## config.mk

```make
export PLATFORM = sky130hd
export DESIGN_NAME = hdlc_frame_fifo
export DESIGN_NICKNAME = d
export VERILOG_FILES = /design/src/rtl/hdlc_fifo_pkg.sv /design/src/rtl/hdlc_fifo_ram.sv /design/src/rtl/hdlc_fifo_wr_ctl.sv /design/src/rtl/hdlc_fifo_rd_ctl.sv /design/src/rtl/hdlc_frame_fifo.sv
export SDC_FILE = /design/constraint.sdc
export NUM_CORES = 2
export LEC_CHECK = 0
export BUFFER_PORTS_ARGS = -buffer_cell sky130_fd_sc_hd__buf_4
export CORE_MARGIN = 2
export CORE_UTILIZATION = 50
export CTS_BUF_LIST = sky130_fd_sc_hd__clkbuf_8 sky130_fd_sc_hd__clkbuf_16
export DETAILED_ROUTE_END_ITERATION = 10
export PLACE_DENSITY_LB_ADDON = 0.12
export SYNTH_ARGS = -nofsm -noshare
export SYNTH_HDL_FRONTEND = slang
export SYNTH_SLANG_ARGS = --single-unit
```

## constraint.sdc

```tcl
create_clock -name clk -period 6 [get_ports clk]
set_input_delay 0.6 -clock clk [delete_from_list [all_inputs] [get_ports clk]]
set_output_delay 0.6 -clock clk [all_outputs]
set_load 0.1 [all_outputs]
```

## src/rtl/hdlc_fifo_pkg.sv

```systemverilog
package hdlc_fifo_pkg;
  localparam int DEF_DATA_W = 8;
  localparam int DEF_ADDR_W = 8;
  localparam int DEF_FRM_W  = 3;
endpackage

```

## src/rtl/hdlc_fifo_ram.sv

```systemverilog
module hdlc_fifo_ram #(
  parameter int W  = 9,
  parameter int AW = 8
) (
  input  logic          clk,
  input  logic          we,
  input  logic [AW-1:0] waddr,
  input  logic [W-1:0]  wdata,
  input  logic          re,
  input  logic [AW-1:0] raddr,
  output logic [W-1:0]  rdata
);
  localparam int DEPTH = 1 << AW;

  logic [W-1:0] mem [DEPTH];

  always_ff @(posedge clk) begin
    if (we) mem[waddr] <= wdata;
    if (re) rdata <= mem[raddr];
  end
endmodule

```

## src/rtl/hdlc_fifo_wr_ctl.sv

```systemverilog
module hdlc_fifo_wr_ctl #(
  parameter int AW = 8,
  parameter int FW = 3
) (
  input  logic          clk,
  input  logic          rst,
  input  logic          wr_en,
  input  logic          wr_eof,
  input  logic [AW-1:0] out_byte_cnt,
  input  logic [FW-1:0] out_frame_cnt,
  output logic [AW-1:0] in_byte_cnt,
  output logic [FW-1:0] in_frame_cnt,
  output logic          wr_go,
  output logic          frame_open,
  output logic          ovf
);
  localparam logic [AW-1:0] BYTE_CAP = {AW{1'b1}};
  localparam logic [FW-1:0] FRM_CAP  = {FW{1'b1}};

  logic [AW-1:0] fill_b;
  logic [FW-1:0] fill_f;
  logic          room_b;
  logic          room_f;

  assign fill_b = in_byte_cnt - out_byte_cnt;
  assign fill_f = in_frame_cnt - out_frame_cnt;
  assign room_b = (fill_b != BYTE_CAP);
  // continuation bytes of an open frame never hit the frame cap
  assign room_f = frame_open | (fill_f != FRM_CAP);
  assign wr_go  = wr_en & room_b & room_f;

  always_ff @(posedge clk) begin
    if (rst) begin
      in_byte_cnt  <= '0;
      in_frame_cnt <= '0;
      frame_open   <= 1'b0;
      ovf          <= 1'b0;
    end else begin
      if (wr_go) begin
        in_byte_cnt <= in_byte_cnt + 1'b1;
        frame_open  <= ~wr_eof;
        if (wr_eof) in_frame_cnt <= in_frame_cnt + 1'b1;
      end
      if (wr_en && !wr_go) ovf <= 1'b1;
    end
  end
endmodule

```

## src/rtl/hdlc_fifo_rd_ctl.sv

```systemverilog
module hdlc_fifo_rd_ctl #(
  parameter int AW = 8,
  parameter int FW = 3
) (
  input  logic          clk,
  input  logic          rst,
  input  logic          rd_en,
  input  logic [AW-1:0] in_byte_cnt,
  input  logic          q_eof,
  output logic          rd_go,
  output logic [AW-1:0] out_byte_cnt,
  output logic [FW-1:0] out_frame_cnt,
  output logic          rd_valid
);
  assign rd_go = rd_en & (in_byte_cnt != out_byte_cnt);

  always_ff @(posedge clk) begin
    if (rst) begin
      out_byte_cnt  <= '0;
      out_frame_cnt <= '0;
      rd_valid      <= 1'b0;
    end else begin
      rd_valid <= rd_go;
      if (rd_go) out_byte_cnt <= out_byte_cnt + 1'b1;
      // the end marker arrives with the registered RAM output
      if (rd_valid && q_eof) out_frame_cnt <= out_frame_cnt + 1'b1;
    end
  end
endmodule

```

## src/rtl/hdlc_frame_fifo.sv

```systemverilog
module hdlc_frame_fifo
  import hdlc_fifo_pkg::*;
#(
  parameter int DATA_W = DEF_DATA_W,
  parameter int ADDR_W = DEF_ADDR_W,
  parameter int FRM_W  = DEF_FRM_W
) (
  input  logic              clk,
  input  logic              rst,
  input  logic              wr_en,
  input  logic [DATA_W-1:0] wr_data,
  input  logic              wr_eof,
  input  logic              rd_en,
  output logic              rd_valid,
  output logic [DATA_W-1:0] rd_data,
  output logic              rd_eof,
  output logic [ADDR_W-1:0] in_byte_cnt,
  output logic [ADDR_W-1:0] out_byte_cnt,
  output logic [FRM_W-1:0]  in_frame_cnt,
  output logic [FRM_W-1:0]  out_frame_cnt,
  output logic [ADDR_W-1:0] fill_bytes,
  output logic [FRM_W-1:0]  fill_frames,
  output logic              ovf_flag
);
  localparam int ENT_W = DATA_W + 1;

  logic             wr_go;
  logic             rd_go;
  logic             frame_open;
  logic [ENT_W-1:0] q_ent;

  hdlc_fifo_wr_ctl #(.AW(ADDR_W), .FW(FRM_W)) u_wr (
    .clk           (clk),
    .rst           (rst),
    .wr_en         (wr_en),
    .wr_eof        (wr_eof),
    .out_byte_cnt  (out_byte_cnt),
    .out_frame_cnt (out_frame_cnt),
    .in_byte_cnt   (in_byte_cnt),
    .in_frame_cnt  (in_frame_cnt),
    .wr_go         (wr_go),
    .frame_open    (frame_open),
    .ovf           (ovf_flag)
  );

  hdlc_fifo_rd_ctl #(.AW(ADDR_W), .FW(FRM_W)) u_rd (
    .clk           (clk),
    .rst           (rst),
    .rd_en         (rd_en),
    .in_byte_cnt   (in_byte_cnt),
    .q_eof         (q_ent[DATA_W]),
    .rd_go         (rd_go),
    .out_byte_cnt  (out_byte_cnt),
    .out_frame_cnt (out_frame_cnt),
    .rd_valid      (rd_valid)
  );

  hdlc_fifo_ram #(.W(ENT_W), .AW(ADDR_W)) u_ram (
    .clk   (clk),
    .we    (wr_go),
    .waddr (in_byte_cnt),
    .wdata ({wr_eof, wr_data}),
    .re    (rd_go),
    .raddr (out_byte_cnt),
    .rdata (q_ent)
  );

  assign rd_data     = q_ent[DATA_W-1:0];
  assign rd_eof      = q_ent[DATA_W];
  assign fill_bytes  = in_byte_cnt - out_byte_cnt;
  assign fill_frames = in_frame_cnt - out_frame_cnt;
endmodule

```

---- After elaboration in Yosys (flattened, before gate mapping) ----
Memories as Yosys holds them, arrays and structs flattened. A register that Yosys moved wholly into a read port is not among the register bits.
Cells that the tools add are included.
operators by class
  $add $sub $neg .......................... 6
  equal/unequal tests ..................... 3
  mux-type cells .......................... 2
  bitwise logic cells ..................... 5
  reduce and logical (&&, ||, !) cells .... 4
operator list
  kind                                          count
  adder 8 x 1 -> 8 bit, second input constant   2
  inequality test 8 bit                         1
  inequality test 8 bit, second input constant  1
  subtractor 8 bit                              1
  adder 3 x 1 -> 3 bit, second input constant   2
  AND 1 bit                                     3
  inequality test 3 bit, second input constant  1
  subtractor 3 bit                              1
  logical AND 1 bit                             2
  two-way mux 1 bit                             2
  AND reduction 2 bit                           1
  logical NOT 1 bit                             1
  inverter 1 bit                                1
  bitwise OR 1 bit                              1
word-level totals
  bits in registers ....................... 25
  RAM bits ................................ 2304
  input port bits ......................... 13
  output and inout port bits .............. 44
  logic and storage cells ................. 28
  memories kept ........................... 1
memories
  name       depth  bits a word  read ports  clocked after Yosys merged registers in  wr ports  RTL line             RTL
  u_ram.mem  256    9            1           1                                        1         hdlc_fifo_ram.sv:15  logic [W-1:0] mem [DEPTH];

---- Logic depth before layout (Yosys ltp) ----
  depth in word-level cells ............... 6
  mapped depth ............................ 16
  gate-level depth less buffers ........... 11

---- Hierarchy ----
A second synthesis with hierarchy kept.
second synthesis, totals
  cell total of the unflattened synthesis .. 4492
  area, all modules ....................... 91531.5 um^2
modules (own cells, without submodules)
  module            instances  cells an instance  area an instance (um^2)  seq. area each (um^2)
  hdlc_fifo_ram     1          4237               89368.2                  69456.6
  hdlc_fifo_wr_ctl  1          123                1048.5                   260.2
  hdlc_fifo_rd_ctl  1          75                 684.4                    240.2
  hdlc_frame_fifo   1          57                 430.4                    0.0

---- Worst setup path before layout ----
Ideal clock, no wire load.
  kind .................................... flip-flop to flip-flop
  start ................................... register u_rd.out_byte_cnt[3]
  end ..................................... memory u_ram.mem[79][0], enable pin
  data arrival time ....................... 5.510 ns
  data required time ...................... 5.712 ns
  setup slack ............................. 0.202 ns
  stages on the path, launching flop included .. 17
  buffers on the path ..................... 6
  clock period less this slack ............ 5.798 ns
  cells stage by stage .................... dfxtp_1 > buf_2 > inv_1 > buf_2 > buf_4 > buf_1 > ha_1 > a21o_1 > a21oi_1 > o21ai_0 > xor2_1 > nand4_1 > o21a_1 > buf_2 > nand3_1 > buf_2 > nor2_1
on the way
  cells in the longest elaborated chain, start to end .. 6
ends and longest elaborated chain
  item                                     RTL line                RTL
  start, declared                          hdlc_fifo_rd_ctl.sv:11  output logic [AW-1:0] out_byte_cnt,
  start signal, assigned                   hdlc_fifo_rd_ctl.sv:24  if (rd_go) out_byte_cnt <= out_byte_cnt + 1'b1;
  subtractor 8 bit                         --
  net fill_bytes[5]                        hdlc_frame_fifo.sv:21   output logic [ADDR_W-1:0] fill_bytes,
  inequality test 8 bit                    hdlc_fifo_wr_ctl.sv:27  assign room_b = (fill_b != BYTE_CAP);
  AND 1 bit (2 in a row)                   hdlc_fifo_wr_ctl.sv:30  assign wr_go = wr_en & room_b & room_f;
  two-way mux 1 bit                        hdlc_fifo_ram.sv:18     if (we) mem[waddr] <= wdata;
  two-way mux 1 bit (not written as such)  hdlc_fifo_ram.sv:18
  end, declared                            hdlc_fifo_ram.sv:15
The timed path passes the listed nets, and every way through them passes these cells.

---- Worst setup path in the final report ----
  start ................................... register u_wr.in_byte_cnt[0]
  end ..................................... memory u_ram.mem[123][4], enable pin
on the way
  cells in the longest elaborated chain, start to end .. 6
ends and longest elaborated chain
  item                                     RTL line                RTL
  start, declared                          hdlc_fifo_wr_ctl.sv:11  output logic [AW-1:0] in_byte_cnt,
  start signal, assigned                   hdlc_fifo_wr_ctl.sv:40  in_byte_cnt <= in_byte_cnt + 1'b1;
  subtractor 8 bit                         hdlc_fifo_wr_ctl.sv:25  assign fill_b = in_byte_cnt - out_byte_cnt;
  inequality test 8 bit                    hdlc_fifo_wr_ctl.sv:27
  AND 1 bit (2 in a row)                   hdlc_fifo_wr_ctl.sv:30
  two-way mux 1 bit                        hdlc_fifo_ram.sv:18
  two-way mux 1 bit (not written as such)  hdlc_fifo_ram.sv:18
Parallel ways exist; a longest one is shown, timed or not.

==> impl_metrics.csv <==
group,metric,value,unit
sta,hold-worst-slack,127,ps
finish,nFillCells,13500,
pwr,p_int,27800,uW
route,drc,0,
worst_setup_path,max_stage_delay,720,ps
worst_setup_path,path_common_cell,"o21a_1",
floorplanning,die_x,431,um
worst_setup_path,worstPathMaxFanout,13,
finish,num-nets-final,4497,
route,vias,45300,
floorplanning,ios,57,
finish,drive_gt1_share,23.8,%
pwr,leakage,0.0314,uW
synth,async_flop_share,0,%
clocking,clkSinkCount,2338,
sta,fin_skew,53.7,ps
worst_setup_path,critPathCaptureType,"register",
floorplanning,die_y,431,um
route,firstDrtPassIters,7,
synth,ys_seq_area_share,76.7,%
synth,ys_seq_elements,2338,
global_route,grt_pass1_wl,352000,um
sta,post-route-period-util,82.8,%
worst_setup_path,critical_path_class,"reg -> reg",
sta,drv_slew,0,
placement,gp_congestion,0.905,
floorplanning,num_rows,156,
finish,layout-area-overhead-vs-synth,11.8,%
synth,avgSynthCellArea,21.2,um2
synth,yosysWarningCount,0,
pwr,power_density,360,mW/mm2
pwr,switching_share,24.4,%
synth,synth_fp_nets,4330,
finish,multiInputGateArea,0.0198,mm2
clocking,clk_path_buf_depth,3,
pwr,power_frac_clock,38.8,%
synth,synthCells,4299,
clocking,cts_buffers,233,
synth,synth-compound-area-share,2.66,%
synth,ys.flop_type,"edfxtp_1",
sta,relSlewSlack,8.39,%
synth,synth_edf_count,2313,
worst_setup_path,startpoint,"u_wr.in_byte_cnt[0]",
route,ant_nets,0,
clocking,cts_tree,"done",
sta,achievable-frequency,201,MHz
synth,synth_top_family_by_area,"multiplexers",
worst_setup_path,critPathArrivalTime,5430,ps
global_route,antenna_found_initial,12,
finish,register_area,0.0700,mm2
pwr,switchingPower,8970,uW
sta,setup_viol,0,
synth,synth_adder_area_share,0.263,%
floorplanning,start_util,50.4,%
route,viasPerCell,6.43,
worst_setup_path,reg2reg_from,"u_wr.in_byte_cnt[0]",
synth,mappedNetlistArea,0.0913,mm2
sta,tns,0,ps
synth,synth_cell_type_count,70,
sta,max_slew.worst_pin.slew,1370,ps
clocking,clkTransAtPathRegs,60,ps
worst_hold_path,min_from,"rst",
clocking,htreeDepth,4,
pwr,ir_drop,0.293,mV
floorplanning,die-area,0.186,mm2
synth,synth-simple-area-share,2.42,%
clocking,clkLatencyLatePin,870,ps
job,timing.max_cap.violations,0,
synth,synth-xor-area-share,0.134,%
pwr,power_frac_seq,49.1,%
global_route,track_usage,27.0,%
sta,min_period,4970,ps
clocking,root_buffer,"clkbuf_16",
pwr,pwr-share-comb,12.2,%
worst_setup_path,cp.required,6460,ps
global_route,gr-total-overflow,0,
floorplanning,core_area,0.181,mm2
route,routedWlPerCell,35.5,um
worst_setup_path,cp_slowest_cell,"nor2_1",
global_route,grt_pass1_vias,45100,
sta,hold_violations,0,
clocking,post_cts_buffers,0,
worst_hold_path,min_path_type,"in -> reg",
worst_setup_path,path_cells,"inv_1 -> ha_1 -> fa_1 -> nor2b_1 -> o21a_1 -> o21a_1 -> o311ai_2 -> nand4_1 -> o21a_1 -> nand3_2 -> buf_4 -> nor2_1",
worst_setup_path,startpoint_type,"register",
placement,hpwl,149000,um
outcome,status,"finished, final reports clean",
synth,synth_mux_area_share,16.1,%
sta,rsz0062_at_grt,"no",
global_route,grt_max_degree,165,
placement,portBuffers,56,
placement,dp.cells,6600,
route,routed_wl,250000,um
finish,instances_no_fill,7042,
route,dr.first_iter.drc_count,6106,
[state kept, by name, indices dropped and copies added, names as in the netlist]
register            cells
u_rd.out_byte_cnt       8
u_wr.ovf                1
u_wr.in_frame_cnt       3
u_wr.in_byte_cnt        8
u_rd.out_frame_cnt      3
u_ram.rdata             9
u_wr.frame_open         1
u_ram.mem            2304
u_rd.rd_valid           1
[placed cells by master, fill, tap and decap left out, types with 6 or more instances in the layout]
master	synthesis	final
nor2b_1	14	10
clkbuf_8	0	7
edfxtp_1	2313	2313
o22ai_1	23	23
nand2_1	99	99
o221ai_1	21	21
o21ai_1	7	7
clkinv_2	0	54
mux2i_1	214	214
a221oi_1	41	41
clkinv_1	0	50
nand3_1	31	25
o21ai_0	52	52
a211oi_1	17	17
nor3_1	26	26
xor2_1	6	6
bufinv_16	0	21
a31oi_1	11	11
nor2_1	310	308
clkbuf_16	0	233
a21oi_1	96	96
mux4_2	555	555
inv_1	23	77
and3_1	6	6
buf_4	37	151
buf_12	1	20
xnor2_1	8	8
o211ai_1	6	6
nand3_2	10	16
a22oi_1	37	37
inv_6	0	6
ha_1	16	16
dfxtp_1	25	18
[kinds of logic (layout without fill, tap and decap cells)]
| logic type | Yosys count | after routing |
|---|---|---|
| AND/OR/NAND/NOR | 520 | 520 |
| buffers and inverters | 275 | 643 |
| other | 0 | 5 |
| XOR/XNOR | 14 | 14 |
| adder cells (fa/ha/maj) | 18 | 18 |
| flip-flops | 2338 | 2338 |
| AO/OA/AOI/OAI | 360 | 360 |
| multiplexers | 774 | 774 |
[synthesized netlist by cell type, types with 8 or more instances]
library cell | number | area (um2)
a211oi_1 | 17 | 128
a21oi_1 | 96 | 480
a221oi_1 | 41 | 359
a22oi_1 | 37 | 278
a31oi_1 | 11 | 68.8
buf_1 | 18 | 67.6
buf_2 | 90 | 450
buf_4 | 37 | 278
buf_6 | 35 | 394
clkbuf_1 | 65 | 244
dfxtp_1 | 25 | 500
edfxtp_1 | 2313 | 69500
ha_1 | 16 | 200
inv_1 | 23 | 86.3
mux2i_1 | 214 | 2140
mux4_2 | 555 | 12500
nand2_1 | 99 | 372
nand3_1 | 31 | 155
nand3_2 | 10 | 100
nor2_1 | 310 | 1160
nor2b_1 | 14 | 87.6
nor3_1 | 26 | 130
o21ai_0 | 52 | 260
o221ai_1 | 21 | 184
o22ai_1 | 23 | 144
xnor2_1 | 8 | 70.1
[metrics by stage]
stage / worst slack (ps) / instance area [um2] / util, % / total power [uW]
global route: 930 / 102000 / 56.3 / 37800
detailed placement: 1160 / 94500 / 52.2 / 22900
finish: 1030 / 102000 / 56.3 / 36800
global placement: 1290 / 94500 / 52.2 / 22900
CTS: 1090 / 102000 / 56.3 / 37000
floorplan: 202 / 91300 / - / 21500
[power groups by stage]
stage | registers, uW | logic, uW | clock network [uW]
detailed placement | 18400 | 4520 | 0
global route | 18000 | 4700 | 15100
global placement | 18400 | 4510 | 0
floorplan | 18500 | 3030 | 0
finish | 18000 | 4480 | 14200
CTS | 18000 | 4530 | 14400
[cell type report]
| cell class | count | area share (%) |
|---|---|---|
| diodes | 5 | 0.0123 |
| clock inverters | 201 | 1.59 |
| inverters | 25 | 0.102 |
| multi-input cells | 1686 | 19.4 |
| flip-flops and latches | 2338 | 68.6 |
| repair buffers | 182 | 1.65 |
| well taps | 2370 | 2.91 |
| clock buffers | 235 | 5.74 |
[metal layers]
metal	GRT usage [%]	wire length [um]	share of wire [%]	vias up
li1	-	-	-	18300
met1	39.9	105000	42	24400
met2	41.2	116000	46	2172
met3	4.83	20600	8.2	407
met4	9.25	9080	3.6	4
met5	0	23	0.0092	-
[worst paths after layout]
check / to / slack, ps / depth (start not counted)
hold reg to reg: u_wr.ovf / 500 / 2
hold / removal: u_rd.out_frame_cnt[0] / 130 / 2
setup / recovery: u_ram.mem[123][4] / 1030 / 12
setup reg to reg: u_ram.mem[123][4] / 1030 / 12
[critical path: cells and delay by family, from the launching register on]
family	cells	cell delay (ps)
buffers and inverters	2	620
AND/OR/NAND/NOR	4	1660
AO/OA/AOI/OAI	4	1120
flip-flops	1	470
adder cells (fa/ha/maj)	2	650
[repair_timing]
item	4_1_cts	5_1_grt
hold buffers	1	0
resized for setup	0	0
hold endpoints to repair	1	0
No activity file was read; power rests on OpenSTA's default activity.
